**src/rtl/tk_pkg.sv**
```systemverilog
package tk_pkg;
    typedef enum logic [1:0] {
        Q_LOW  = 2'd0,
        Q_RISE = 2'd1,
        Q_HIGH = 2'd2,
        Q_FALL = 2'd3
    } qual_state_t;

    // positions inside the stored control nibble (register bits 7:4)
    localparam int CTL_OSC  = 0;
    localparam int CTL_AUTO = 1;
    localparam int CTL_STOP = 2;
    localparam int CTL_LONG = 3;

    localparam int N_ALARM = 3;
endpackage

```
**src/rtl/tk_line_qual.sv**
```systemverilog
module tk_line_qual
    import tk_pkg::*;
#(
    parameter int LONG_DLY  = 123,
    parameter int SHORT_DLY = 4
) (
    input  logic clk,
    input  logic rst_n,
    input  logic line,
    input  logic tick_ms,
    input  logic long_sel,
    output logic qual_high,
    output logic fall_pulse
);
    localparam int CW = $clog2(LONG_DLY + 1);

    qual_state_t state, state_n;
    logic [CW-1:0] cnt, cnt_n, lim;
    logic          done;

    assign lim  = long_sel ? CW'(LONG_DLY) : CW'(SHORT_DLY);
    assign done = tick_ms && ((cnt + CW'(1)) >= lim);

    always_ff @(posedge clk or negedge rst_n) begin
        if (!rst_n) begin
            state <= Q_LOW;
            cnt   <= '0;
        end else begin
            state <= state_n;
            cnt   <= cnt_n;
        end
    end

    always_comb begin
        state_n = state;
        cnt_n   = cnt;
        unique case (state)
            Q_LOW: begin
                if (line) begin
                    state_n = Q_RISE;
                    cnt_n   = '0;
                end
            end
            Q_RISE: begin
                if (!line) begin
                    state_n = Q_LOW;
                end else if (done) begin
                    state_n = Q_HIGH;
                    cnt_n   = '0;
                end else if (tick_ms) begin
                    cnt_n = cnt + CW'(1);
                end
            end
            Q_HIGH: begin
                if (!line) begin
                    state_n = Q_FALL;
                    cnt_n   = '0;
                end
            end
            Q_FALL: begin
                if (line) begin
                    state_n = Q_HIGH;
                end else if (done) begin
                    state_n = Q_LOW;
                    cnt_n   = '0;
                end else if (tick_ms) begin
                    cnt_n = cnt + CW'(1);
                end
            end
        endcase
    end

    always_comb begin
        qual_high  = (state == Q_HIGH) || (state == Q_FALL);
        fall_pulse = (state == Q_HIGH) && !line;
    end


    cnt_bound_chk: assert property (@(posedge clk) disable iff (!rst_n)
        cnt <= CW'(LONG_DLY));


    fall_track_chk: assert property (@(posedge clk) disable iff (!rst_n)
        fall_pulse |=> (state == Q_FALL));


    rise_wait_chk: assert property (@(posedge clk) disable iff (!rst_n)
        (state == Q_LOW && line) |=> !qual_high);
endmodule

```
**src/rtl/tk_counter.sv**
```systemverilog
module tk_counter #(
    parameter int W = 40
) (
    input  logic                      clk,
    input  logic                      rst_n,
    input  logic                      inc,
    input  logic                      snap,
    input  logic                      cnt_we,
    input  logic                      alm_we,
    input  logic [$clog2(W/8)-1:0]    bidx,
    input  logic [7:0]                wdata,
    output logic [W-1:0]              hold,
    output logic [W-1:0]              alarm,
    output logic                      hit
);
    localparam int NB = W / 8;
    localparam int BW = $clog2(NB);

    logic [W-1:0] cnt, cnt_n, alm_n;
    logic         eq_q;

    always_comb begin
        cnt_n = cnt;
        alm_n = alarm;
        if (cnt_we) begin
            for (int i = 0; i < NB; i++)
                if (bidx == BW'(i)) cnt_n[i*8 +: 8] = wdata;
        end else if (inc) begin
            cnt_n = cnt + W'(1);
        end
        if (alm_we) begin
            for (int i = 0; i < NB; i++)
                if (bidx == BW'(i)) alm_n[i*8 +: 8] = wdata;
        end
    end

    always_ff @(posedge clk or negedge rst_n) begin
        if (!rst_n) begin
            cnt   <= '0;
            alarm <= '0;
            hold  <= '0;
            eq_q  <= 1'b1;
        end else begin
            cnt   <= cnt_n;
            alarm <= alm_n;
            eq_q  <= (cnt == alarm);
            if (snap) hold <= cnt;
        end
    end

    assign hit = (cnt == alarm) && !eq_q;


    inc_step_chk: assert property (@(posedge clk) disable iff (!rst_n)
        (inc && !cnt_we) |=> (cnt == $past(cnt) + W'(1)));


    idle_hold_chk: assert property (@(posedge clk) disable iff (!rst_n)
        (!inc && !cnt_we) |=> $stable(cnt));


    snap_copy_chk: assert property (@(posedge clk) disable iff (!rst_n)
        snap |=> (hold == $past(cnt)));


    hold_keep_chk: assert property (@(posedge clk) disable iff (!rst_n)
        !snap |=> $stable(hold));
endmodule

```
**src/rtl/tk_timekeeper.sv**
```systemverilog
module tk_timekeeper
    import tk_pkg::*;
#(
    parameter int RTC_W     = 40,
    parameter int IT_W      = 40,
    parameter int CC_W      = 32,
    parameter int ADDR_W    = 5,
    parameter int LONG_DLY  = 123,
    parameter int SHORT_DLY = 4
) (
    input  logic              clk,
    input  logic              rst_n,
    input  logic              tick_256,
    input  logic              tick_1k,
    input  logic              line_in,
    input  logic              snap,
    input  logic              reg_rd,
    input  logic              reg_wr,
    input  logic [ADDR_W-1:0] reg_addr,
    input  logic [7:0]        reg_wdata,
    output logic [7:0]        reg_rdata,
    output logic              irq_n
);
    localparam int RTC_B  = RTC_W / 8;
    localparam int IT_B   = IT_W / 8;
    localparam int CC_B   = CC_W / 8;
    localparam int RTC_BW = $clog2(RTC_B);
    localparam int IT_BW  = $clog2(IT_B);
    localparam int CC_BW  = $clog2(CC_B);
    localparam int A_STAT = 0;
    localparam int A_CTL  = 1;
    localparam int A_RTC  = 2;
    localparam int A_RTCA = A_RTC + RTC_B;
    localparam int A_IT   = A_RTCA + RTC_B;
    localparam int A_ITA  = A_IT + IT_B;
    localparam int A_CC   = A_ITA + IT_B;
    localparam int A_CCA  = A_CC + CC_B;

    function automatic logic in_rng(input logic [ADDR_W-1:0] a, input int lo, input int n);
        return (int'(a) >= lo) && (int'(a) < lo + n);
    endfunction

    function automatic logic [ADDR_W-1:0] rel_of(input logic [ADDR_W-1:0] a, input int lo);
        return ADDR_W'(int'(a) - lo);
    endfunction

    logic [3:0]         ctl;
    logic [N_ALARM-1:0] flags, en_n, hits;
    logic               qual_high, fall_pulse;
    logic               rtc_inc, it_inc, cc_inc;
    logic [RTC_W-1:0]   rtc_hold, rtc_alm;
    logic [IT_W-1:0]    it_hold, it_alm;
    logic [CC_W-1:0]    cc_hold, cc_alm;
    logic               rtc_cw, rtc_aw, it_cw, it_aw, cc_cw, cc_aw;
    logic [ADDR_W-1:0]  rtc_rel, it_rel, cc_rel;
    logic [7:0]         rd_val;
    logic               stat_rd;

    tk_line_qual #(.LONG_DLY(LONG_DLY), .SHORT_DLY(SHORT_DLY)) u_qual (
        .clk       (clk),
        .rst_n     (rst_n),
        .line      (line_in),
        .tick_ms   (tick_1k),
        .long_sel  (ctl[CTL_LONG]),
        .qual_high (qual_high),
        .fall_pulse(fall_pulse)
    );

    always_comb begin
        rtc_inc = ctl[CTL_OSC] && tick_256;
        it_inc  = ctl[CTL_OSC] && tick_256 &&
                  (ctl[CTL_AUTO] ? qual_high : !ctl[CTL_STOP]);
        cc_inc  = ctl[CTL_OSC] && fall_pulse;
    end

    always_comb begin
        rtc_cw  = reg_wr && in_rng(reg_addr, A_RTC,  RTC_B);
        rtc_aw  = reg_wr && in_rng(reg_addr, A_RTCA, RTC_B);
        it_cw   = reg_wr && in_rng(reg_addr, A_IT,   IT_B);
        it_aw   = reg_wr && in_rng(reg_addr, A_ITA,  IT_B);
        cc_cw   = reg_wr && in_rng(reg_addr, A_CC,   CC_B);
        cc_aw   = reg_wr && in_rng(reg_addr, A_CCA,  CC_B);
        rtc_rel = in_rng(reg_addr, A_RTCA, RTC_B) ? rel_of(reg_addr, A_RTCA) : rel_of(reg_addr, A_RTC);
        it_rel  = in_rng(reg_addr, A_ITA,  IT_B)  ? rel_of(reg_addr, A_ITA)  : rel_of(reg_addr, A_IT);
        cc_rel  = in_rng(reg_addr, A_CCA,  CC_B)  ? rel_of(reg_addr, A_CCA)  : rel_of(reg_addr, A_CC);
    end

    tk_counter #(.W(RTC_W)) u_rtc (
        .clk(clk), .rst_n(rst_n), .inc(rtc_inc), .snap(snap),
        .cnt_we(rtc_cw), .alm_we(rtc_aw), .bidx(rtc_rel[RTC_BW-1:0]),
        .wdata(reg_wdata), .hold(rtc_hold), .alarm(rtc_alm), .hit(hits[0])
    );

    tk_counter #(.W(IT_W)) u_it (
        .clk(clk), .rst_n(rst_n), .inc(it_inc), .snap(snap),
        .cnt_we(it_cw), .alm_we(it_aw), .bidx(it_rel[IT_BW-1:0]),
        .wdata(reg_wdata), .hold(it_hold), .alarm(it_alm), .hit(hits[1])
    );

    tk_counter #(.W(CC_W)) u_cc (
        .clk(clk), .rst_n(rst_n), .inc(cc_inc), .snap(snap),
        .cnt_we(cc_cw), .alm_we(cc_aw), .bidx(cc_rel[CC_BW-1:0]),
        .wdata(reg_wdata), .hold(cc_hold), .alarm(cc_alm), .hit(hits[2])
    );

    always_comb begin
        rd_val = 8'h00;
        if (reg_addr == ADDR_W'(A_STAT))
            rd_val = {2'b00, en_n, flags};
        else if (reg_addr == ADDR_W'(A_CTL))
            rd_val = {ctl, 4'b0000};
        else if (in_rng(reg_addr, A_RTC, RTC_B))
            rd_val = 8'(rtc_hold >> {rtc_rel, 3'b000});
        else if (in_rng(reg_addr, A_RTCA, RTC_B))
            rd_val = 8'(rtc_alm >> {rtc_rel, 3'b000});
        else if (in_rng(reg_addr, A_IT, IT_B))
            rd_val = 8'(it_hold >> {it_rel, 3'b000});
        else if (in_rng(reg_addr, A_ITA, IT_B))
            rd_val = 8'(it_alm >> {it_rel, 3'b000});
        else if (in_rng(reg_addr, A_CC, CC_B))
            rd_val = 8'(cc_hold >> {cc_rel, 3'b000});
        else if (in_rng(reg_addr, A_CCA, CC_B))
            rd_val = 8'(cc_alm >> {cc_rel, 3'b000});
    end

    assign stat_rd = reg_rd && (reg_addr == ADDR_W'(A_STAT));

    always_ff @(posedge clk or negedge rst_n) begin
        if (!rst_n) begin
            flags     <= '0;
            en_n      <= '1;
            ctl       <= '0;
            reg_rdata <= '0;
        end else begin
            flags <= stat_rd ? hits : (flags | hits);
            if (reg_wr && reg_addr == ADDR_W'(A_STAT)) en_n <= reg_wdata[5:3];
            if (reg_wr && reg_addr == ADDR_W'(A_CTL))  ctl  <= reg_wdata[7:4];
            if (reg_rd) reg_rdata <= rd_val;
        end
    end

    assign irq_n = ~|(flags & ~en_n);


    hit_keep_chk: assert property (@(posedge clk) disable iff (!rst_n)
        (|hits) |=> (|flags));


    rd_clear_chk: assert property (@(posedge clk) disable iff (!rst_n)
        (stat_rd && hits == '0) |=> (flags == '0));


    irq_drop_chk: assert property (@(posedge clk) disable iff (!rst_n)
        (|(hits & ~en_n)) |=> !irq_n);
endmodule

```
**config.mk**
```make
export PLATFORM = sky130hd
export DESIGN_NAME = tk_timekeeper
export DESIGN_NICKNAME = d
export VERILOG_FILES = /design/src/rtl/tk_pkg.sv /design/src/rtl/tk_line_qual.sv /design/src/rtl/tk_counter.sv /design/src/rtl/tk_timekeeper.sv
export SDC_FILE = /design/constraint.sdc
export NUM_CORES = 1
export LEC_CHECK = 0
export CAP_MARGIN = 20
export CORE_MARGIN = 1.5
export CORE_UTILIZATION = 25
export CTS_BUF_LIST = sky130_fd_sc_hd__clkbuf_8
export DETAILED_ROUTE_END_ITERATION = 8
export DONT_BUFFER_PORTS = 1
export MAX_ROUTING_LAYER = met4
export PLACE_DENSITY = 0.4
export SYNTH_ARGS = -nofsm -noshare
export SYNTH_HDL_FRONTEND = slang
export SYNTH_SLANG_ARGS = --single-unit
```
**constraint.sdc**
```tcl
create_clock -name clk -period 4.3 [get_ports clk]
set_clock_uncertainty 0.15 [all_clocks]
set_input_delay 0.43 -clock clk [delete_from_list [all_inputs] [get_ports clk]]
set_output_delay 0.43 -clock clk [all_outputs]
set_load 0.01 [all_outputs]
```
Word level (Yosys, flattened, before mapping)

Cells that the tools add are included.

Register bits after elaboration: 366
Bits of input ports: 21
Output and inout port bits: 9
Logic and storage cells: 227

Add/subtract/negate cells: 10
Order comparisons: 13
Eq/ne operators: 38
Shifts and indexed selects: 6
Multiplexer cells: 48
Bitwise operators: 3
Reductions and logical operators: 69

Operators with widths:

| operator              | number |
|---|---|
| $mux 8                | 22 |
| $mux 40               | 4 |
| $shr 40x8->8          | 4 |
| $add 40x1->40 const B | 2 |
| $eq 40x40->1          | 2 |
| $mux 32               | 2 |
| $shr 32x8->8          | 2 |
| $reduce_and 2->1      | 28 |
| $mux 7                | 7 |
| $add 32x1->32 const B | 1 |
| $eq 32x32->1          | 1 |
| $ne 2x1->1 const B    | 14 |
| $pmux 7 s4            | 1 |
| $logic_and 1x1->1     | 23 |
| $lt 5x5->1 const B    | 4 |
| $ge 5x5->1 const B    | 3 |
| $mux 5                | 3 |
| $sub 5x5->5 const B   | 3 |
| $eq 3x2->1 const B    | 4 |
| $mux 2                | 6 |
| $eq 2x2->1 const B    | 4 |
| $ne 2x2->1 const B    | 4 |
| $pmux 2 s4            | 1 |
| $reduce_and 4->1      | 2 |
| 27 further kinds      | 40 |

Depth between registers and ports, before layout

Gate-level depths: netlist (run 1).

Word-level depth: 12
Mapped depth: 14

Modules after synthesis

A second synthesis (run 1) with hierarchy kept.

Cells, all modules: 2155
Area, all modules: 22021.1 µm²

By module, submodules not included:

| module                | instances | cells each | area an instance (µm²) | sequential area each (µm²) |
|---|---|---|---|---|
| tk_counter (u_it ...) | 2         | 559        | 6209.7                 | 3029.2 |
| tk_counter (u_cc)     | 1         | 447        | 4853.4                 | 2428.6 |
| tk_timekeeper         | 1         | 520        | 4067.7                 | 454.2 |
| tk_line_qual          | 1         | 70         | 680.7                  | 225.2 |

Worst setup path before layout (run 1)

OpenSTA, ideal clock, no wires.

Path kind: input-to-reg
Start: input reg_addr[2]
End: register reg_rdata[5]
Library setup time: 131 ps
Arrival time: 3118 ps
Data required time: 4019 ps
Path slack: 900 ps
Stages: 11
Cells stage by stage: buf_2 -> inv_1 -> ha_1 -> a21boi_4 -> mux2_2 -> nor2_4 -> mux2_1 -> a22o_1 -> a21oi_1 -> a311oi_1 -> or3_1

Word-level cells in the longest chain between the ends: 12

RTL lines:

| what                                            | line                 | source |
|---|---|---|
| start, declared                                 | tk_timekeeper.sv:19  | `input logic [ADDR_W-1:0] reg_addr,` |
| $ge 5x5->1 / $lt 5x5->1 (equally long branches) | tk_timekeeper.sv:40  | `return (int'(a) >= lo) && (int'(a) < lo + n);` |
| $logic_and 1x1->1                               | tk_timekeeper.sv:40  |  |
| $mux 5                                          | tk_timekeeper.sv:85  | `cc_rel = in_rng(reg_addr, A_CCA, CC_B) ? rel_of(reg_addr, A_CCA) : rel_of(reg_addr, A_CC);` |
| $shr 32x8->8                                    | tk_timekeeper.sv:123 | `rd_val = 8'(cc_alm >> {cc_rel, 3'b000});` |
| $mux 8                                          | tk_timekeeper.sv:122 | `else if (in_rng(reg_addr, A_CCA, CC_B))` |
| $mux 8                                          | tk_timekeeper.sv:120 | `else if (in_rng(reg_addr, A_CC, CC_B))` |
| $mux 8                                          | tk_timekeeper.sv:118 | `else if (in_rng(reg_addr, A_ITA, IT_B))` |
| $mux 8                                          | tk_timekeeper.sv:116 | `else if (in_rng(reg_addr, A_IT, IT_B))` |
| $mux 8                                          | tk_timekeeper.sv:114 | `else if (in_rng(reg_addr, A_RTCA, RTC_B))` |
| $mux 8                                          | tk_timekeeper.sv:112 | `else if (in_rng(reg_addr, A_RTC, RTC_B))` |
| $mux 8                                          | tk_timekeeper.sv:110 | `else if (reg_addr == ADDR_W'(A_CTL))` |
| $mux 8 *                                        | tk_timekeeper.sv:108 | `if (reg_addr == ADDR_W'(A_STAT))` |
| end signal, assigned                            | tk_timekeeper.sv:138 | `if (reg_rd) reg_rdata <= rd_val;` |
| end, declared                                   | tk_timekeeper.sv:21  | `output logic [7:0] reg_rdata,` |

Every way passes the cells marked *; elsewhere a longest branch is shown, timed or not.
A chain may end at the register's enable or synchronous reset.

Final worst setup path (run 1)

Start: input reg_addr[0]
End: register u_rtc.alarm[26]

Word-level cells in the longest chain between the ends: 5

RTL lines:

| what                                            | line                | source |
|---|---|---|
| $ge 5x3->1 / $lt 5x4->1 (equally long branches) | tk_timekeeper.sv:40 |  |
| $logic_and 1x1->1                               | tk_timekeeper.sv:40 |  |
| $mux 5                                          | tk_timekeeper.sv:83 | `rtc_rel = in_rng(reg_addr, A_RTCA, RTC_B) ? rel_of(reg_addr, A_RTCA) : rel_of(reg_addr, A_RTC);` |
| $eq 3x2->1                                      | tk_counter.sv:33    | `if (bidx == BW'(i)) alm_n[i*8 +: 8] = wdata;` |
| $reduce_and 2->1 (no source line) *             | --                  |  |
| end signal, assigned                            | tk_counter.sv:45    | `alarm <= alm_n;` |
| end, declared                                   | tk_counter.sv:13    | `output logic [W-1:0] alarm,` |

Marks and branches as above.

==> results of run 1 <==
-- power by group --
| part | leakage [nW] | switching (mW) | internal [mW] |
|---|---|---|---|
| registers | 4.65 | 1.36 | 4.39 |
| logic | 4.74 | 1.45 | 1.54 |
| clock network | 0.777 | 1.63 | 1.77 |
-- flip-flops by register name (all words and copies together), names as in the netlist, 7 cells and up, named ones only --
name and flops:
u_it.alarm 40, u_it.cnt 40, u_it.hold 40, u_rtc.alarm 40
u_rtc.cnt 40, u_rtc.hold 40, u_cc.alarm 32, u_cc.cnt 32
u_cc.hold 32, reg_rdata 8, u_qual.cnt 7
-- synth_stat cells (8+ instances only) --
cell type	count	share of area, %
dfrtp_1	360	42
mux2_2	235	12
nor2_1	146	2.5
a21oi_1	144	3.3
nand2_1	122	2.1
xor2_1	99	4.0
clkbuf_1	89	1.6
mux2i_1	78	3.6
o21ai_0	73	1.7
nand3_1	70	1.6
o22a_1	66	2.7
a31oi_1	40	1.2
buf_2	37	0.86
inv_1	36	0.63
nor4_1	35	1.0
and3_1	30	0.87
mux4_2	29	3.0
ha_1	28	1.6
nand4_1	28	0.81
xnor2_1	24	0.98
nor3_1	21	0.49
o22ai_1	20	0.58
a41oi_1	18	0.73
a211oi_1	13	0.45
and2_1	11	0.32
nor2b_1	11	0.32
a21o_1	10	0.35
a22oi_1	10	0.35
o211ai_1	10	0.35
a22o_1	9	0.37
or3_1	9	0.26
o21ai_1	8	0.19
o221ai_1	8	0.33
-- area by class of cell --
cell class	count	area share, %
Timing Repair Buffer	66	2.735
Inverter	37	0.5706
Sequential cell	366	37.66
Tap cell	1144	5.881
Multi-Input combinational cell	1523	47.64
Clock inverter	35	0.6683
Antenna cell	9	0.09253
Clock buffer	84	4.750
-- per-layer routing --
| layer | wire (µm) | track usage (%) | vias to the layer above |
|---|---|---|---|
| met5 | 0 | - | - |
| met4 | 1800 | 4.293 | 0 |
| met3 | 4233 | 3.370 | 98 |
| met2 | 37460 | 29.39 | 511 |
| met1 | 37640 | 26.13 | 8776 |
| li1 | - | - | 7684 |
-- kinds of logic after synthesis --
family | synth area share [%]
AO/OA/AOI/OAI | 15.80
XOR/XNOR | 5.002
buffers and inverters | 3.654
AND/OR/NAND/NOR | 12.17
adder cells (fa/ha/maj) | 1.627
flip-flops | 42.56
multiplexers | 19.18
-- final timing paths --
check | start | to | depth (start not counted)
worst max-delay path | reg_addr[0] | u_rtc.alarm[26] | 8
worst min-delay path | rst_n | u_it.cnt[26] | 0
worst max register to register | u_it.cnt[12] | u_it.cnt[39] | 8
worst min register to register | u_qual.cnt[6] | u_qual.cnt[6] | 2
max in group asynchronous | rst_n | u_rtc.alarm[19] | 0
min in group clk | reg_wdata[4] | u_it.cnt[4] | 3
-- worst max-delay path, cell delays in order --
cell and delay [ns]:
inv_1 0.40, ha_1 0.42, buf_4 0.40, nand2_1 0.09, mux2i_1 0.39, nand4_1 0.62, mux2_2 0.50, dlygate4sd3_1 0.56
-- repair_timing --
action	4_1_cts	5_1_grt
hold buffers	28	1
hold endpoints to repair	684	367
buffers inserted	0	0
-- metrics by stage --
step | hold WS (ns) | std cells | cell area (µm²)
6_report | -0.6094 | 3264 | 24340
5_1_grt | -0.6675 | 3260 | 24330
4_1_cts | -0.6599 | 3254 | 24310
3_5_place_dp | 0.05818 | 3107 | 22610
3_3_place_gp | 0.05185 | 3106 | 22600
2_1_floorplan | -0.01559 | 2070 | 21540
==> metrics.md, run 1 <==
| Metric | Value |
|---|---|
| Status | `finished with violations` |
| Failing checks | `negative hold slack` |
| I/O pin cnt | `30` |
| Critical Path Fanout Max | `between 40 and 50` |
| Pleak | `10.17 nW` |
| CP endpoint kind | `flip-flop` |
| Antenna viol nets, final | `0` |
| Crit path time final | `around 3.4 ns` |
| DRC violations left | `0` |
| CTS max path bufs | `3` |
| FF/Latch Area | `9166 µm²` |
| Setup_tns | `0 ns` |
| Die X | `between 200 and 300 µm` |
| Most frequent cells in the layout | `dfrtp_1, mux2_2, nor2_1, a21oi_1, nand2_1` |
| TritonCTS buffer count | `71` |
| Pin count of the biggest net entering global routing | `367` |
| Commonest non-fill, non-tap cell in the layout | `dfrtp_1` |
| Sequential cell area fraction in the yosys report | `a little over two fifths` |
| CTS tree | `yes` |
| Top FF cell, synth | `dfrtp_1` |
| Mapped Cells | `roughly 2100` |
| Post-synthesis async set-or-reset flop share | `100.0%` |
| Post-synth cell types | `98` |
| Dpl ws | `0.5510 ns` |
| Slew Limit Fails | `0` |
| Reg2reg setup slack | `roughly 1.2 ns` |
| Crit Path Class | `in2reg` |
| Relative slew slack | `between 20% and 30%` |
| GRT Overall Usage | `around a fifth` |
| Grt ovf | `0` |
| Clock sinks | `between 300 and 400` |
| Max-capacitance violation count | `0` |
| # fillers | `between 8000 and 9000` |
| Final setup viols | `0` |
| Layout area overhead | `13.02%` |
| Final Util | `28.54%` |
| Resized Gates After CTS | `0` |
| Root Buffer | `clkbuf_8` |
| Tcrit/Tclk final | `~80%` |
| Initial antenna violation count | `7` |
| Die H | `roughly 300 µm` |
| Final Hold Violating Endpoints | `366` |
| Total Power | `around 12 mW` |
| Data required, critical path | `~4.7 ns` |
| RSZ-0062 raised after global routing | `false` |
| Clock latency on the worst-skew pair | `just under 0.7 ns` |
| Yosys reg bits | `366` |
| Initial core utilization | `25.25%` |
| Post-synth EDFFs | `0` |
| IO buf count | `0` |
| Pwr Density | `around 500 nW/µm²` |
| Post-Route WL | `roughly 81000 µm` |
| Fin nets | `2114` |
| Syn avg cell area | `~10 µm²` |
| Yosys warnings | `0` |
| Setup WS post-layout | `around 0.85 ns` |
| First-pass DRT Iterations | `5` |
| Crit path arrival time | `3.86 ns` |
| Min-Delay Path Class | `in2async` |
| Syn Nets | `~2100` |
| Die area | `between 80000 and 90000 µm²` |
| Vias in the first global route | `about 17000` |
| RePlAce Congestion | `0.8914` |
| Wirelength per Cell | `~25 µm` |
| Min Hold Slack | `-0.6094 ns` |
| Multi-input logic area | `11600 µm²` |
| Vias | `about 17000` |
| Cell Area, Synth | `between 20000 and 25000 µm²` |
| Worst Max-Slew Pin Slew | `roughly 1.1 ns` |
| DP Wirelength | `between 50000 and 60000 µm` |
| CP Launch Type | `input pin` |
| Max Freq | `290.2 MHz` |
| # rows | `approximately 110` |
| Reg clk slew, reported paths | `about 0.060 ns` |
| H-tree depth | `3` |
| Peak supply drop | `0.0001978 V` |
| Initial drt markers | `1540` |
| Core box area | `around 85000 µm²` |
| Layout cell share with drive strength beyond 1 | `a little over a fifth` |
| Vias/cell | `between 5 and 6` |
| First-pass GRT wire length | `around 120000 µm` |
Power figures use the tool's default switching activity.
==> run 2: changes to the inputs <==
Clock period 4.3 ns to 3.3 ns, I/O delays scaled along.
==> metrics.md, run 2 (same netlist as run 1, synthesis figures left out) <==
| Metric | Value |
|---|---|
| CP Launch Type | `flip-flop` |
| Grt ovf | `0 (unchanged)` |
| Layout area overhead | `17.37%` |
| Post-Route WL | `81200 µm (about the same)` |
| Peak supply drop | `0.0002590 V (+31%)` |
| CP endpoint kind | `flip-flop` |
| Vias in the first global route | `17426 (+2.9%)` |
| Failing checks | `negative hold slack` |
| Min Hold Slack | `-0.6917 ns (-0.08232 ns)` |
| Family with the most delay on the worst path | `simple AND/OR/NAND/NOR gates` |
| Min-Delay Path Class | `in2async` |
| # rows | `107 (unchanged)` |
| GRT Overall Usage | `19.27% (+0.16 points)` |
| First-pass DRT Iterations | `5 (unchanged)` |
| Post-CTS Hold Buffers | `32 (+14%)` |
| H-tree depth | `3 (unchanged)` |
| FF/Latch Area | `9166 µm² (unchanged)` |
| I/O pin cnt | `30 (unchanged)` |
| RePlAce Congestion | `0.9071 (+1.8%)` |
| Initial core utilization | `25.25% (unchanged)` |
| Pin count of the biggest net entering global routing | `367 (unchanged)` |
| DP Wirelength | `56230 µm (+2.8%)` |
| Final Hold Violating Endpoints | `366 (unchanged)` |
| Clock latency on the worst-skew pair | `0.67 ns (about the same)` |
| Commonest non-fill, non-tap cell in the layout | `dfrtp_1` |
| Resized Gates After CTS | `0 (unchanged)` |
| Reg clk slew, reported paths | `0.07 ns (about the same)` |
| Wirelength per Cell | `24.22 µm (-2.6%)` |
| Pwr Density | `645.6 nW/µm² (+29%)` |
| RSZ-0062 raised after global routing | `false` |
| Data required, critical path | `3.76 ns (-0.96 ns)` |
| Initial drt markers | `1328 (-14%)` |
| Initial antenna violation count | `2 (-5)` |
| Relative slew slack | `33.99% (+10 points)` |
| Slowest stage cell, crit path | `dfrtp_1` |
| Final setup viols | `0 (unchanged)` |
| Slew Limit Fails | `0 (unchanged)` |
| Crit Path Class | `reg2reg` |
| Crit path time final | `between 2 and 3 ns` |
| Status | `finished with violations` |
| Root Buffer | `clkbuf_8` |
| First-pass GRT wire length | `122000 µm (+1.2%)` |
| DP Area | `23450 µm² (+3.7%)` |
| Max-capacitance violation count | `0 (unchanged)` |
| CP Cell Sequence | `and4_1, nand3_1, nor4_2, nand3_1, or3_1, nor4_1, o21ai_0, nand3_1` |
| CTS max path bufs | `3 (unchanged)` |
| Critical Path Fanout Max | `8 (-81%)` |
| Layout cell share with drive strength beyond 1 | `25.06% (+3.6 points)` |
| Worst Max-Slew Pin Slew | `0.9902 ns (-0.1403 ns)` |
| Vias | `17340 (+1.6%)` |
| Setup_tns | `0 ns (unchanged)` |
| Antenna viol nets, final | `0 (unchanged)` |
| Die H | `296.5 µm (unchanged)` |
| RR Startpoint | `u_it.cnt[12]` |
| Crit path arrival time | `3.45 ns (-0.41 ns)` |
| IO buf count | `0 (unchanged)` |
| Max Freq | `about 330 MHz` |
| CP most frequent cell | `nand3_1` |
| # fillers | `8953 (+0.15%)` |
| CTS tree | `yes` |
| Crit. Startpoint | `u_it.cnt[12]` |
| Final instance area | `25280 µm² (+3.9%)` |
| Most frequent cells in the layout | `dfrtp_1, mux2_2, nor2_1, a21oi_1, nand2_1` |
| Multi-input logic area | `11600 µm² (unchanged)` |
| Die X | `296.5 µm (unchanged)` |
| Buf+Inv Stages, Crit Path | `0 (-3)` |
| TritonCTS buffer count | `73 (+2.8%)` |
| Tcrit/Tclk final | `about nine tenths` |
| Pleak | `10.73 nW (+5.5%)` |
| Vias/cell | `5.171 (-1.1%)` |
| DRC violations left | `0 (unchanged)` |
| Die area | `87910 µm² (unchanged)` |
| Core box area | `85280 µm² (unchanged)` |
| Clock sinks | `366 (unchanged)` |
| CP max stage delay | `0.60 ns (-0.02 ns)` |
| Fin nets | `2210 (+4.5%)` |
==> run 2: cell types whose count changed in the layout (fill, tap and decap cells not counted), sizes merged <==
cell         delta
clkinvlp        -1
buf            +91
bufinv          +1
dlygate4sd3     +3
clkbuf          +6
diode           -7
clkinv          +5
inv             -9
==> run 2: cell type report <==
class	instances	share of cell area, %
sequential	366	36.26
clock inverter	31	0.6287
antenna	2	0.01980
clock buffer	90	4.901
multi-input combinational	1523	45.88
inverter	37	0.5495
timing repair buffer	160	6.098
tap	1144	5.663
==> run 2: path summary, 6_finish.rpt <==
kind | to | slack (ns) | cells past startpoint
worst min-delay path | u_it.cnt[39] | -0.69 | 0
worst max register to register | u_it.cnt[38] | 0.31 | 8
max in group asynchronous | u_rtc.cnt[16] | 2.98 | 0
worst min register to register | u_cc.hold[19] | 0.35 | 1
worst max-delay path | u_it.cnt[38] | 0.31 | 8
min in group clk | u_rtc.alarm[21] | 0.06 | 4
==> run 2: what timing repair did <==
| action | 4_1_cts | 5_1_grt |
|---|---|---|
| hold endpoints to repair | 718 | 366 |
| endpoints found under the setup margin | 0 | 0 |
| setup buffers | 0 | 0 |
==> run 2: per-layer routing <==
metal / vias to the layer above / global-route usage (%) / share of wire, %
li1: 7890 / - / -
met1: 8869 / 26.34 / 47
met2: 463 / 29.50 / 46
met3: 118 / 2.705 / 4.3
met4: 0 / 5.774 / 2.8
met5: - / - / 0
==> run 2: metrics by stage <==
| stage | power (mW) | setup WS [ns] | hold slack [ns] | cells | utilization (%) |
|---|---|---|---|---|---|
| floorplan | 9.654 | 0.0003753 | -0.1156 | 2070 | - |
| global placement | 11.47 | 0.009634 | -0.03969 | 3196 | 27.49 |
| detailed placement | 11.53 | 0.06300 | -0.03714 | 3197 | 27.50 |
| CTS | 16.47 | 0.3429 | -0.7839 | 3350 | 29.62 |
| global route | 17.22 | 0.03698 | -0.7435 | 3353 | 29.64 |
| finish | 16.32 | 0.3123 | -0.6917 | 3353 | 29.64 |
==> run 2: where the power goes <==
part / internal (mW) / switching, mW
Sequential: 5.73 / 1.48
Combinational: 2.23 / 2.25
Clock: 2.51 / 2.12
Total: 10.5 / 5.85
==> run 3: changes to the inputs <==
Settings changed: CORE_MARGIN 1.5 to 3.
==> metrics.md, run 3 (same netlist as run 1, synthesis figures left out) <==
| Metric | Value |
|---|---|
| Status | `finished with violations` |
| Failing checks | `negative hold slack` |
| Fin nets | `2229 (+0.86%)` |
| TritonCTS buffer count | `73 (unchanged)` |
| Max-capacitance violation count | `0 (unchanged)` |
| Crit Path Class | `in2reg` |
| Critical Path Fanout Max | `25 (+17)` |
| Post-CTS Hold Buffers | `36 (+13%)` |
| Core box area | `85280 µm² (unchanged)` |
| CP max stage delay | `0.60 ns (about the same)` |
| CTS max path bufs | `3 (unchanged)` |
| Family with the most delay on the worst path | `buffers and inverters` |
| Most frequent cells in the layout | `dfrtp_1, mux2_2, nor2_1, a21oi_1, buf_4` |
| Buf+Inv Stages, Crit Path | `5 (+5)` |
| Max Freq | `313.1 MHz (-6.4%)` |
| Antenna viol nets, final | `0 (unchanged)` |
| Crit path time final | `3.193 ns (+0.2057 ns)` |
| Peak supply drop | `0.0002582 V (-0.32%)` |
| H-tree depth | `3 (unchanged)` |
| Multi-input logic area | `11600 µm² (about the same)` |
| Vias in the first global route | `17527 (+0.58%)` |
| DP Wirelength | `56170 µm (-0.11%)` |
| CP Launch Type | `input pin` |
| Root Buffer | `clkbuf_8` |
| Initial core utilization | `25.25% (unchanged)` |
| Final Hold Violating Endpoints | `366 (unchanged)` |
| RSZ-0062 raised after global routing | `false` |
| Pwr Density | `646.8 nW/µm² (+0.19%)` |
| Initial drt markers | `1331 (+0.23%)` |
| Post-Route WL | `81210 µm (about the same)` |
| Min-Delay Path Class | `in2async` |
| CTS tree | `yes` |
| Wirelength per Cell | `24.03 µm (-0.76%)` |
| Die H | `299.5 µm (+1.0%)` |
| CP Cell Sequence | `inv_2, ha_1, a211o_1, o21ai_2, buf_12, mux2i_2, nand3_1, dlygate4sd3_1, nor2_2, buf_4, mux2_2, dlygate4sd3_1` |
| RePlAce Congestion | `0.9006 (-0.72%)` |
| Grt ovf | `0 (unchanged)` |
| CP endpoint kind | `flip-flop` |
| Vias/cell | `5.184 (+0.25%)` |
| Total Power | `16.42 mW (+0.64%)` |
| Pleak | `10.78 nW (+0.46%)` |
| Die area | `89700 µm² (+2.0%)` |
| GRT Overall Usage | `18.49% (-0.79 points)` |
| Commonest non-fill, non-tap cell in the layout | `dfrtp_1` |
| Critical path depth | `12 (+4)` |
| Data required, critical path | `3.72 ns (-0.04 ns)` |
| Relative slew slack | `14.41% (-20 points)` |
| Final setup viols | `0 (unchanged)` |
| Vias | `17518 (+1.0%)` |
| First-pass DRT Iterations | `6 (+1)` |
| Slowest stage cell, crit path | `dlygate4sd3_1` |
| Min Hold Slack | `-0.6817 ns (+0.01001 ns)` |
| I/O pin cnt | `30 (unchanged)` |
| # fillers | `8887 (-0.74%)` |
| DRC violations left | `0 (unchanged)` |
| Die X | `299.5 µm (+1.0%)` |
| Clock sinks | `366 (unchanged)` |
| Clock latency on the worst-skew pair | `0.68 ns (about the same)` |
| Final Util | `29.77% (+0.13 points)` |
| CP most frequent cell | `dlygate4sd3_1` |
| Setup_tns | `0 ns (unchanged)` |
| First-pass GRT wire length | `121300 µm (-0.60%)` |
| FF/Latch Area | `9166 µm² (unchanged)` |
| Layout cell share with drive strength beyond 1 | `25.77% (+0.72 points)` |
| Slew Limit Fails | `0 (unchanged)` |
| Worst r2r path cells | `8 (unchanged)` |
| Final instance area | `25390 µm² (+0.46%)` |
| Layout area overhead | `17.91%` |
| # rows | `107 (unchanged)` |
| IO buf count | `0 (unchanged)` |
| Pin count of the biggest net entering global routing | `367 (unchanged)` |
| Initial antenna violation count | `8 (+6)` |
| Crit path arrival time | `3.61 ns (+0.16 ns)` |
| Tcrit/Tclk final | `96.77% (+6.2 points)` |
| Worst Max-Slew Pin Slew | `1.284 ns (+0.2937 ns)` |
| Reg clk slew, reported paths | `0.06 ns (about the same)` |
| DP Area | `23480 µm² (+0.14%)` |
## run 3: changes by cell type in the layout (fill, tap and decap cells not counted)
cell	delta
buf_4	+22
diode_2	+2
buf_12	-7
bufinv_16	-1
clkinvlp_4	+3
inv_8	+1
inv_1	-1
mux2i_2	+1
clkbuf_8	+3
dlygate4sd3_1	+4
mux2i_1	-1
## run 3: path summary, 6_finish.rpt
| check | startpoint | slack, ns | endpoint |
|---|---|---|---|
| setup / recovery | reg_addr[3] | 0.11 | u_rtc.alarm[4] |
| hold / removal | rst_n | -0.68 | u_it.cnt[25] |
| setup reg to reg | u_rtc.cnt[10] | 0.36 | u_rtc.cnt[38] |
| hold reg to reg | u_cc.hold[15] | 0.35 | u_cc.hold[15] |
| max in group asynchronous | rst_n | 2.76 | u_rtc.cnt[25] |
| min in group clk | snap | 0.04 | u_rtc.hold[29] |
## run 3: power by group
part / total, mW / switching [mW] / internal, mW
combinational: 4.60 / 2.33 / 2.27
sequential: 7.14 / 1.42 / 5.73
clock: 4.68 / 2.15 / 2.52
total: 16.4 / 5.90 / 10.5
## run 3: layout make-up
type	count	share of cell area, %
antenna	4	0.03942
multi-input combinational	1523	45.68
clock buffer	93	5.041
clock inverter	33	0.6258
sequential	366	36.10
inverter	37	0.5470
tap	1144	5.637
timing repair buffer	179	6.327
## run 3: repair_timing
| item | 4_1_cts | 5_1_grt |
|---|---|---|
| buffers inserted | 0 | 0 |
| endpoints found under the hold margin | 725 | 366 |
| gates resized for setup | 0 | 1 |
| endpoints found under the setup margin | 0 | 2 |
## run 3: routing by layer
layer / global-route usage [%] / part of all wire [%] / wire length [µm] / up-vias
met5: - / 0 / 0 / -
met4: 5.499 / 2.7 / 2233 / 0
met3: 3.020 / 4.3 / 3518 / 121
met2: 28.62 / 46 / 37730 / 444
met1: 24.89 / 46 / 37730 / 9016
li1: - / - / - / 7937
## run 3: through the flow
step,instances,worst slack (ns)
final,3379,0.1066
after global routing,3379,0.001372
after CTS,3375,0.1454
after detailed placement,3213,0.01636
after global placement,3213,0.04011
after floorplan,2070,0.0003753
